$ cat src/rtl/sfid_pkg.sv
package sfid_pkg;

   // Compact geometry class: pages = 2**pg_log2, page = (256 << sz_cls) (+ pad if extended)
   typedef struct packed {
      logic [3:0] pg_log2;
      logic [1:0] sz_cls;
      logic       binary;
   } geom_t;

   typedef enum logic [1:0] {
      ST_IDLE  = 2'd0,
      ST_ISSUE = 2'd1,
      ST_WAIT  = 2'd2,
      ST_EVAL  = 2'd3
   } state_t;

endpackage

$ cat src/rtl/sfid_jedec_map.sv
module sfid_jedec_map
   import sfid_pkg::*;
(
   input  logic [7:0] dev_hi_i,
   input  logic [7:0] dev_lo_i,
   output logic       hit_o,
   output logic       dual_o,
   output geom_t      geom_o
);

   always_comb begin
      hit_o  = 1'b0;
      dual_o = 1'b1;
      geom_o = '0;
      case (dev_hi_i)
         8'h22: begin geom_o.pg_log2 = 4'd9;  hit_o = (dev_lo_i == 8'h00); end
         8'h23: begin geom_o.pg_log2 = 4'd10; hit_o = (dev_lo_i == 8'h00); end
         8'h24: begin geom_o.pg_log2 = 4'd11; hit_o = (dev_lo_i == 8'h00); end
         8'h25: begin geom_o.pg_log2 = 4'd12; hit_o = (dev_lo_i == 8'h00); end
         8'h26: begin
            geom_o.pg_log2 = 4'd12;
            geom_o.sz_cls  = 2'd1;
            hit_o          = (dev_lo_i == 8'h00);
         end
         8'h27: begin
            geom_o.pg_log2 = 4'd13;
            geom_o.sz_cls  = 2'd1;
            hit_o          = (dev_lo_i == 8'h00) || (dev_lo_i == 8'h01);
            dual_o         = (dev_lo_i == 8'h01);
         end
         8'h28: begin
            geom_o.pg_log2 = 4'd13;
            geom_o.sz_cls  = 2'd2;
            hit_o          = (dev_lo_i == 8'h00);
         end
         default: hit_o = 1'b0;
      endcase
   end

endmodule

$ cat src/rtl/sfid_legacy_map.sv
module sfid_legacy_map
   import sfid_pkg::*;
(
   input  logic [7:0] status_i,
   output logic       hit_o,
   output geom_t      geom_o
);

   logic absent;
   logic code_ok;

   assign absent = (status_i == 8'h00) || (status_i == 8'hFF);
   assign hit_o  = code_ok && !absent;

   always_comb begin
      code_ok = 1'b1;
      geom_o  = '0;
      case (status_i[5:2])
         4'b0011: geom_o.pg_log2 = 4'd9;
         4'b0101: geom_o.pg_log2 = 4'd10;
         4'b0111: geom_o.pg_log2 = 4'd11;
         4'b1001: geom_o.pg_log2 = 4'd12;
         4'b1011: begin geom_o.pg_log2 = 4'd12; geom_o.sz_cls = 2'd1; end
         4'b1101: begin geom_o.pg_log2 = 4'd13; geom_o.sz_cls = 2'd1; end
         4'b1110,
         4'b1111: begin geom_o.pg_log2 = 4'd13; geom_o.sz_cls = 2'd2; end
         default: code_ok = 1'b0;
      endcase
   end

endmodule

$ cat src/rtl/sfid_geom_calc.sv
module sfid_geom_calc
   import sfid_pkg::*;
#(
   parameter int PCNT_W     = 14,
   parameter int PSZ_W      = 11,
   parameter int SH_W       = 4,
   parameter int TOT_W      = 24,
   parameter int BASE_PAGE  = 256,
   parameter int BASE_SHIFT = 8,
   parameter int EXT_PAD    = 8
) (
   input  geom_t              geom_i,
   output logic [PCNT_W-1:0]  page_count_o,
   output logic [PSZ_W-1:0]   page_size_o,
   output logic [SH_W-1:0]    addr_shift_o,
   output logic [TOT_W-1:0]   total_bytes_o
);

   logic [PSZ_W-1:0] bin_sz;
   logic [PSZ_W-1:0] pad_sz;
   logic [TOT_W-1:0] tot_bin;
   logic [TOT_W-1:0] tot_pad;

   assign bin_sz        = PSZ_W'(BASE_PAGE) << geom_i.sz_cls;
   assign pad_sz        = geom_i.binary ? '0 : (PSZ_W'(EXT_PAD) << geom_i.sz_cls);
   assign page_size_o   = bin_sz + pad_sz;
   assign page_count_o  = PCNT_W'(1) << geom_i.pg_log2;
   assign addr_shift_o  = SH_W'(BASE_SHIFT) + SH_W'(geom_i.sz_cls) + SH_W'(!geom_i.binary);
   assign tot_bin       = TOT_W'(bin_sz) << geom_i.pg_log2;
   assign tot_pad       = TOT_W'(pad_sz) << geom_i.pg_log2;
   assign total_bytes_o = tot_bin + tot_pad;

endmodule

$ cat src/rtl/sflash_geom_id.sv
module sflash_geom_id
   import sfid_pkg::*;
#(
   parameter int         PCNT_W    = 14,
   parameter int         PSZ_W     = 11,
   parameter int         SH_W      = 4,
   parameter int         TOT_W     = 24,
   parameter logic [7:0] MFR_ID    = 8'h1F,
   parameter logic [7:0] OPC_ID    = 8'h9F,
   parameter logic [7:0] OPC_STAT  = 8'hD7,
   parameter logic [7:0] FILL_BYTE = 8'h00,
   parameter bit         LEGACY_EN = 1'b1
) (
   input  logic              clk_i,
   input  logic              rst_ni,
   input  logic              start_i,
   output logic              spi_cs_o,
   output logic              spi_req_o,
   output logic [7:0]        spi_tx_o,
   input  logic              spi_done_i,
   input  logic [7:0]        spi_rx_i,
   output logic              geom_valid_o,
   output logic              unsupported_o,
   output logic [PCNT_W-1:0] page_count_o,
   output logic [PSZ_W-1:0]  page_size_o,
   output logic [SH_W-1:0]   addr_shift_o,
   output logic [TOT_W-1:0]  total_bytes_o
);

   localparam int ID_LEN = 3;
   localparam int IDX_W  = $clog2(ID_LEN + 1);
   localparam logic [IDX_W-1:0] ID_LAST   = IDX_W'(ID_LEN);
   localparam logic [IDX_W-1:0] STAT_LAST = IDX_W'(1);

   if (PCNT_W < 14) begin : g_chk_pcnt
      $error("PCNT_W must hold 8192");
   end
   if (PSZ_W < 11) begin : g_chk_psz
      $error("PSZ_W must hold 1056");
   end
   if (SH_W < 4) begin : g_chk_sh
      $error("SH_W must hold 11");
   end
   if (TOT_W < 24) begin : g_chk_tot
      $error("TOT_W must hold the largest capacity");
   end

   state_t                  state_q;
   logic                    phase_q;     // 0: ID frame, 1: status frame
   logic                    legacy_q;
   logic                    pending_q;
   logic                    valid_q;
   logic                    unsup_q;
   logic [IDX_W-1:0]        idx_q;
   logic [ID_LEN-1:0][7:0]  id_q;
   logic [7:0]              stat_q;
   geom_t                   geom_q;

   logic                    jm_hit;
   logic                    jm_dual;
   geom_t                   jm_geom;
   logic                    lm_hit;
   geom_t                   lm_geom;
   logic [IDX_W-1:0]        frame_last;

   sfid_jedec_map u_jmap (
      .dev_hi_i (id_q[1]),
      .dev_lo_i (id_q[2]),
      .hit_o    (jm_hit),
      .dual_o   (jm_dual),
      .geom_o   (jm_geom)
   );

   if (LEGACY_EN) begin : g_legacy
      sfid_legacy_map u_lmap (
         .status_i (stat_q),
         .hit_o    (lm_hit),
         .geom_o   (lm_geom)
      );
   end else begin : g_no_legacy
      assign lm_hit  = 1'b0;
      assign lm_geom = '0;
   end

   sfid_geom_calc #(
      .PCNT_W (PCNT_W),
      .PSZ_W  (PSZ_W),
      .SH_W   (SH_W),
      .TOT_W  (TOT_W)
   ) u_calc (
      .geom_i        (geom_q),
      .page_count_o  (page_count_o),
      .page_size_o   (page_size_o),
      .addr_shift_o  (addr_shift_o),
      .total_bytes_o (total_bytes_o)
   );

   assign frame_last    = phase_q ? STAT_LAST : ID_LAST;
   assign spi_cs_o      = (state_q == ST_ISSUE) || (state_q == ST_WAIT);
   assign spi_req_o     = (state_q == ST_ISSUE);
   assign spi_tx_o      = (idx_q != '0) ? FILL_BYTE : (phase_q ? OPC_STAT : OPC_ID);
   assign geom_valid_o  = valid_q;
   assign unsupported_o = unsup_q;

   always_ff @(posedge clk_i or negedge rst_ni) begin
      if (!rst_ni) begin
         state_q   <= ST_IDLE;
         phase_q   <= 1'b0;
         legacy_q  <= 1'b0;
         pending_q <= 1'b1;
         valid_q   <= 1'b0;
         unsup_q   <= 1'b0;
         idx_q     <= '0;
         id_q      <= '0;
         stat_q    <= '0;
         geom_q    <= '0;
      end else begin
         case (state_q)
            ST_IDLE: begin
               if (pending_q || start_i) begin
                  pending_q <= 1'b0;
                  valid_q   <= 1'b0;
                  unsup_q   <= 1'b0;
                  phase_q   <= 1'b0;
                  legacy_q  <= 1'b0;
                  idx_q     <= '0;
                  state_q   <= ST_ISSUE;
               end
            end
            ST_ISSUE: state_q <= ST_WAIT;
            ST_WAIT: begin
               if (spi_done_i) begin
                  if (idx_q != '0) begin
                     if (phase_q) stat_q <= spi_rx_i;
                     else         id_q[idx_q - 1'b1] <= spi_rx_i;
                  end
                  if (idx_q == frame_last) begin
                     state_q <= ST_EVAL;
                  end else begin
                     idx_q   <= idx_q + 1'b1;
                     state_q <= ST_ISSUE;
                  end
               end
            end
            ST_EVAL: begin
               state_q <= ST_IDLE;
               idx_q   <= '0;
               if (!phase_q) begin
                  if (id_q[0] != MFR_ID) begin
                     phase_q  <= 1'b1;
                     legacy_q <= 1'b1;
                     state_q  <= ST_ISSUE;
                  end else if (!jm_hit) begin
                     unsup_q <= 1'b1;
                  end else if (jm_dual) begin
                     phase_q <= 1'b1;
                     state_q <= ST_ISSUE;
                  end else begin
                     valid_q <= 1'b1;
                     geom_q  <= jm_geom;
                  end
               end else if (legacy_q) begin
                  if (lm_hit) begin
                     valid_q <= 1'b1;
                     geom_q  <= lm_geom;
                  end else begin
                     unsup_q <= 1'b1;
                  end
               end else begin
                  valid_q <= 1'b1;
                  geom_q  <= '{pg_log2: jm_geom.pg_log2, sz_cls: jm_geom.sz_cls, binary: stat_q[0]};
               end
            end
            default: state_q <= ST_IDLE;
         endcase
      end
   end

endmodule

$ cat config.mk
export PLATFORM = sky130hd
export DESIGN_NAME = sflash_geom_id
export DESIGN_NICKNAME = d
export VERILOG_FILES = /design/src/rtl/sfid_pkg.sv /design/src/rtl/sfid_jedec_map.sv /design/src/rtl/sfid_legacy_map.sv /design/src/rtl/sfid_geom_calc.sv /design/src/rtl/sflash_geom_id.sv
export SDC_FILE = /design/constraint.sdc
export NUM_CORES = 1
export LEC_CHECK = 0
export BUFFER_PORTS_ARGS = -buffer_cell sky130_fd_sc_hd__buf_4
export CAP_MARGIN = 40
export CORE_AREA = 2 2 87 89
export DETAILED_ROUTE_END_ITERATION = 8
export DIE_AREA = 0 0 89 91
export PLACE_DENSITY_LB_ADDON = 0.2
export SYNTH_ARGS = -nofsm -noshare
export SYNTH_HDL_FRONTEND = slang
export SYNTH_HIERARCHICAL = 1
export SYNTH_SLANG_ARGS = --single-unit
$ cat constraint.sdc
create_clock -name clk_i -period 3.45 [get_ports clk_i]
set_input_delay 0.5175 -clock clk_i [delete_from_list [all_inputs] [get_ports clk_i]]
set_output_delay 0.5175 -clock clk_i [all_outputs]
set_load 0.03 [all_outputs]
==> results of run 1 <==
==> cell usage in the layout (no fill, tap or decap), types with 4 or more instances in the layout <==
cell / synthesis / routed
a21oi_1: 14 / 11
o21a_1: 4 / 4
mux2_2: 44 / 44
clkbuf_8: 0 / 6
nand2_2: 3 / 7
nand2b_1: 10 / 7
nor3_1: 6 / 5
nor2_1: 57 / 55
mux2i_1: 5 / 5
dfrtp_1: 47 / 41
nor2b_1: 7 / 5
conb_1: 5 / 11
buf_4: 18 / 90
inv_1: 17 / 16
nor3b_1: 4 / 4
nand2_1: 29 / 24
nand3_1: 5 / 5
dfrtp_2: 0 / 6
a21oi_2: 3 / 6
xnor2_1: 8 / 7
xor2_1: 4 / 4
o21ai_0: 10 / 8
ha_1: 23 / 19
==> timing repair <==
action | CTS | global route
cloned | 0 | 0
pin swaps | 0 | 16
gates resized for setup | 12 | 44
setup buffers | 3 | 16
endpoints found under the setup margin | 5 | 7
endpoints found under the hold margin | 0 | 0
==> flip-flops by register name (all words and copies together) (netlist names) <==
name	flops
geom_valid_o	1
legacy_q	1
unsupported_o	1
idx_q	2
phase_q	1
id_q	24
state_q	2
stat_q	8
geom_q	7
pending_q	1
==> cell usage after synthesis, types with 4 or more instances <==
cell       n
a21oi_1   14
and2_1     4
buf_2      9
buf_4     18
conb_1     5
dfrtp_1   47
ha_1      23
inv_1     17
mux2_2    44
mux2i_1    5
nand2_1   29
nand2b_1  10
nand3_1    5
nor2_1    57
nor2b_1    7
nor3_1     6
nor3b_1    4
o21a_1     4
o21ai_0   10
xnor2_1    8
xor2_1     4
==> through the flow <==
step                setup WS, ns  hold WS, ns
global route              -0.155        0.267
detailed placement         0.128        0.488
global placement           0.118        0.479
finish                   -0.0592        0.211
CTS                     -0.00970        0.231
floorplan                 0.0321        0.222
==> routing by layer <==
metal  routed length (um)  up-vias
met5                    0        -
met4                  106        0
met3                  375       12
met2                 4820       82
met1                 4400     1603
li1                     -     1566
==> layout make-up <==
type	instances	area (sq um)	area share [%]
multi-input combinational	322	2610	53.9
sequential	48	1210	25.0
timing repair buffer	95	734	15.2
tap	99	124	2.56
clock buffer	6	82.6	1.70
inverter	18	67.6	1.39
clock inverter	2	15.0	0.310
==> power breakdown <==
group / total (mW) / switching, mW / internal, mW
sequential: 0.859 / 0.174 / 0.685
combinational: 1.23 / 0.721 / 0.508
clock: 0.358 / 0.196 / 0.162
total: 2.45 / 1.09 / 1.35
==> worst max-delay path, cell delays in order, from the launching register on <==
cell and delay (ns):
dfrtp_2 0.43, buf_12 0.14, xor2_4 0.19, nand2b_4 0.12
inv_1 0.06, a21oi_2 0.25, nor2_1 0.08, ha_1 0.31
o21ai_1 0.08, nor2_2 0.21, o41ai_4 0.12, or3_1 0.32
a31oi_1 0.18, buf_4 0.19
==> worst paths after layout <==
kind                             startpoint                 to  cells past startpoint
worst max-delay path              geom_q[4]  total_bytes_o[23]                     13
max in group asynchronous            rst_ni          geom_q[1]                      1
worst min register to register    pending_q          pending_q                      1
min in group clk_i              spi_rx_i[6]           id_q[22]                      2
worst min-delay path                 rst_ni           id_q[22]                      1
worst max register to register     id_q[12]          geom_q[2]                      7
==> kinds of logic after synthesis <==
kind of cell | after synthesis | share of synthesized area [%]
buf+inv | 48 | 6.80
other cells | 5 | 0.493
fa+ha+maj | 24 | 8.08
simple gates | 159 | 22.8
compound gates | 65 | 12.4
xor+xnor | 13 | 3.19
flops | 48 | 31.6
mux | 50 | 14.6
==> run summary, run 1 <==
Post-synth EDFFs -> 0
vias in the first global route -> 3113
Core Area -> 7140 sq um
# port buffers -> 67
cells after synthesis -> 412
DR pass1 iterations -> 4
Final Non-Filler Cells -> 590
Cells after DPL -> 563
number of fill cells -> 619
Rel. slew slack -> 59.5%
Max Root-Sink Buffers -> 2
GRT Total Usage -> 23.7%
Max Cap Violations -> 0
CTS HTree Levels -> 2
area leader, netlist -> dfrtp_1
Top Ports -> 77
largest net degree at the start of global routing -> 49
worst min path class -> primary input to asynchronous set/reset pin
FMAX -> 285 MHz
CTS tree -> done
Layout Nets -> 526
final count of negative-setup-slack endpoints -> 2
Leakage Power -> 2.27 nW
sequential fraction of the synthesis area -> 31.6%
RSZ-0062 raised after global routing -> yes
Post-Route WL -> 9710 um
fin crit share -> 102%
area post-placement -> 4340 sq um
clock sink total -> 48
Yosys cell types -> 68
initial core utilization -> 53.4%
vias post-DR -> 3263
Seq cells post-synth -> 48
DRC violations left -> 0
Syn Std Cell Area -> 3810 sq um
ys async rst share -> 100%
GR peak layer -> met2
initial drt markers -> 167
Min Clock Period, post-route -> 3.51 ns
Pins Over Slew Limit -> 0
die area -> 8100 sq um
final core utilization -> 67.9%
top cells by area, synth -> dfrtp_1 (31%), mux2_2 (13%), ha_1 (7.6%)
Final GP Congestion -> 0.938
initial antenna violation count -> 0
met2 usage -> 39.1%
placed wire-length estimate -> 7260 um
Design Area, Final -> 4840 sq um
pwr dens -> 505 nW/um^2
r2r setup slk -> 0.65 ns
Synth Warn # -> 6
failing checks -> negative setup slack
share of the synthesized area in the top cell type -> 30.9%
cts-stage hold buffer count -> 0
TNS Setup -> -0.111 ns
met3 Usage GRT -> 2.91%
Avg Cell Area, Syn -> 9.24 sq um
Antenna Cells -> 0
drt wl/cell -> 16.5 um
TritonCTS Buffers -> 5
layout cells sized above 1 -> 44.2%
Clk pin slew, worst setup/hold paths -> 0.09 ns
total gr overflow -> 0
Crit. End Element -> primary output
row count -> 31
first-pass GRT wire length -> 15200 um
critical path data arrival time -> 2.99 ns
Worst Max-Slew Pin Slew -> 0.608 ns
final hold violations -> 0
Crit Path Category -> flip-flop to primary output
Clk Latency, worst-skew pair -> 0.31 ns
Routed Antenna Nets -> 0
VDD IR max -> 0.355 mV
Required @ worst endpoint -> 2.93 ns
M1 GR Usage -> 33.0%
CTS root buf -> clkbuf_8
area grow syn2layout -> 27.2%
Chip Width -> 89 um
vias per inst -> 5.53
setup ws final -> -0.0592 ns
prevailing post-synth register cell -> dfrtp_1
critical path launch point type -> flip-flop
total power -> 2.45 mW
clock skew -> 0.0169 ns
CP Max Fanout -> 5
outcome -> finished, violations left
Vert. Die Dim -> 91 um
Note: power is estimated with default switching activity, not from simulation.
==> run 2: changes to the inputs <==
Settings changed: PLACE_DENSITY set to 0.78, PLACE_DENSITY_LB_ADDON 0.2 to not set.
==> run 2 against run 1 <==
The run now ends clean; setup slack improved by 0.086 ns; register-to-register slack got worse by 0.05 ns; total power rose by 3.3%; combinational power fell by 3%; cell count fell by 0.85%; critical path type unchanged.
==> run summary, run 2 (synthesis results as in run 1) <==
Final Non-Filler Cells -> 585 (was 590)
outcome -> finished, final reports clean (was finished, violations left)
Layout Nets -> 522 (was 526)
clock skew -> 0.00908 ns (was 0.0169 ns)
clock sink total -> 48 (unchanged)
Crit Path Category -> flip-flop to primary output (unchanged)
TritonCTS Buffers -> 5 (unchanged)
die area -> 8100 sq um (unchanged)
# port buffers -> 67 (unchanged)
RSZ-0062 raised after global routing -> yes (unchanged)
total gr overflow -> 0 (unchanged)
CP Max Fanout -> 8 (was 5)
Vert. Die Dim -> 91 um (unchanged)
Post-Route WL -> 9410 um (was 9710 um)
placed wire-length estimate -> 7070 um (was 7260 um)
number of fill cells -> 583 (was 619)
initial core utilization -> 53.4% (unchanged)
final hold violations -> 0 (unchanged)
Hold Slack -> 0.215 ns (was 0.211 ns)
total power -> 2.53 mW (was 2.45 mW)
drt wl/cell -> 16.1 um (was 16.5 um)
Min Clock Period, post-route -> 3.42 ns (was 3.51 ns)
row count -> 31 (unchanged)
FMAX -> 292 MHz (was 285 MHz)
Crit. End Element -> primary output (unchanged)
Top Registers -> id_q (24), stat_q (8), geom_q (7) (unchanged)
largest net degree at the start of global routing -> 49 (unchanged)
layout cells sized above 1 -> 39.3% (was 44.2%)
fin crit share -> 99.2% (was 102%)
CTS tree -> done (unchanged)
final core utilization -> 65.6% (was 67.9%)
max reg flops -> 24 (unchanged)
Antenna Cells -> 0 (unchanged)
Top Ports -> 77 (unchanged)
Routed Antenna Nets -> 0 (unchanged)
critical path launch point type -> flip-flop (unchanged)
Final GP Congestion -> 0.968 (was 0.938)
most common cell after layout, fill and taps aside -> buf_4 (unchanged)
most frequent cells in the layout -> buf_4 (90), nor2_1 (57), mux2_2 (44) (was buf_4 (90), nor2_1 (55), mux2_2 (44))
Biggest register -> id_q (unchanged)
Leakage Power -> 2.24 nW (was 2.27 nW)
vias in the first global route -> 3128 (was 3113)
final count of negative-setup-slack endpoints -> 0 (was 2)
DRC violations left -> 0 (unchanged)
initial drt markers -> 199 (was 167)
CTS root buf -> clkbuf_8 (unchanged)
Cells after DPL -> 566 (was 563)
critical path data arrival time -> 2.91 ns (was 2.99 ns)
Multi-input gate area -> 2470 sq um (was 2610 sq um)
first-pass GRT wire length -> 15400 um (was 15200 um)
TNS Setup -> 0 ns (was -0.111 ns)
area grow syn2layout -> 22.8% (was 27.2%)
Worst Max-Slew Pin Slew -> 0.594 ns (was 0.608 ns)
Pins Over Slew Limit -> 0 (unchanged)
register area -> 1210 sq um (about the same)
VDD IR max -> 0.362 mV (was 0.355 mV)
Max Cap Violations -> 0 (unchanged)
DR pass1 iterations -> 4 (unchanged)
initial antenna violation count -> 0 (unchanged)
Required @ worst endpoint -> 2.93 ns (about the same)
GRT Total Usage -> 23.9% (was 23.7%)
vias post-DR -> 3221 (was 3263)
Clk Latency, worst-skew pair -> 0.31 ns (about the same)
worst min path class -> primary input to asynchronous set/reset pin (unchanged)
Chip Width -> 89 um (unchanged)
Rel. slew slack -> 60.4% (was 59.5%)
cts-stage hold buffer count -> 0 (unchanged)
pwr dens -> 540 nW/um^2 (was 505 nW/um^2)
CTS HTree Levels -> 2 (unchanged)
Core Area -> 7140 sq um (unchanged)
Max Root-Sink Buffers -> 2 (unchanged)
Clk pin slew, worst setup/hold paths -> 0.09 ns (about the same)
vias per inst -> 5.51 (was 5.53)
## run 2: power breakdown
group | internal (mW) | switching (mW) | leakage, nW | total (mW)
clock network | 0.285 | 0.193 | 0.0642 | 0.479
registers | 0.684 | 0.170 | 0.626 | 0.855
logic | 0.495 | 0.699 | 1.55 | 1.19
## run 2: final timing paths
path / endpoint / cells past startpoint / startpoint / slack (ns)
setup / recovery: total_bytes_o[23] / 11 / geom_q[4] / 0.03
hold / removal: id_q[21] / 1 / rst_ni / 0.21
setup reg to reg: geom_q[6] / 7 / id_q[12] / 0.60
hold reg to reg: pending_q / 1 / pending_q / 0.50
max in group asynchronous: geom_q[3] / 1 / rst_ni / 2.80
min in group clk_i: stat_q[7] / 2 / spi_rx_i[7] / 0.48
## run 2: metrics by stage
step / setup WS [ns] / area [sq um]
2_1_floorplan: 0.0321 / 3840
3_3_place_gp: 0.0912 / 4360
3_5_place_dp: 0.0420 / 4360
4_1_cts: 0.00146 / 4570
5_1_grt: -0.106 / 4680
6_report: 0.0269 / 4680
## run 2: timing repair
item / in CTS / in global routing
buffers inserted: 6 / 6
gates resized for setup: 10 / 16
pin swaps: 1 / 4
setup endpoints to repair: 6 / 7
## run 2: cell type report
cell class | instances | area share (%)
inverter | 18 | 1.44
tap | 99 | 2.65
sequential | 48 | 25.8
clock buffer | 5 | 1.47
multi-input combinational | 322 | 52.7
clock inverter | 2 | 1.28
timing repair buffer | 91 | 14.6
## run 2: metal layers
layer  track usage, %  up-vias  part of all wire [%]  wire length [um]
met1             32.6     1553                    45              4210
met4             6.59        0                   2.2               204
li1                 -     1555                     -                 -
met5                0        -                     0                 0
met2             38.9       92                    48              4560
met3             4.00       21                   4.6               436
## run 2: critical path, stage by stage, from the launching register on
cell and delay (ns):
dfrtp_2 0.49, buf_4 0.18, nor3_4 0.25, a32oi_1 0.13, nor2_1 0.19, ha_1 0.28, nor2_1 0.07, nor2_1 0.19
o41ai_4 0.14, or3_1 0.33, a31oi_1 0.17, buf_4 0.18
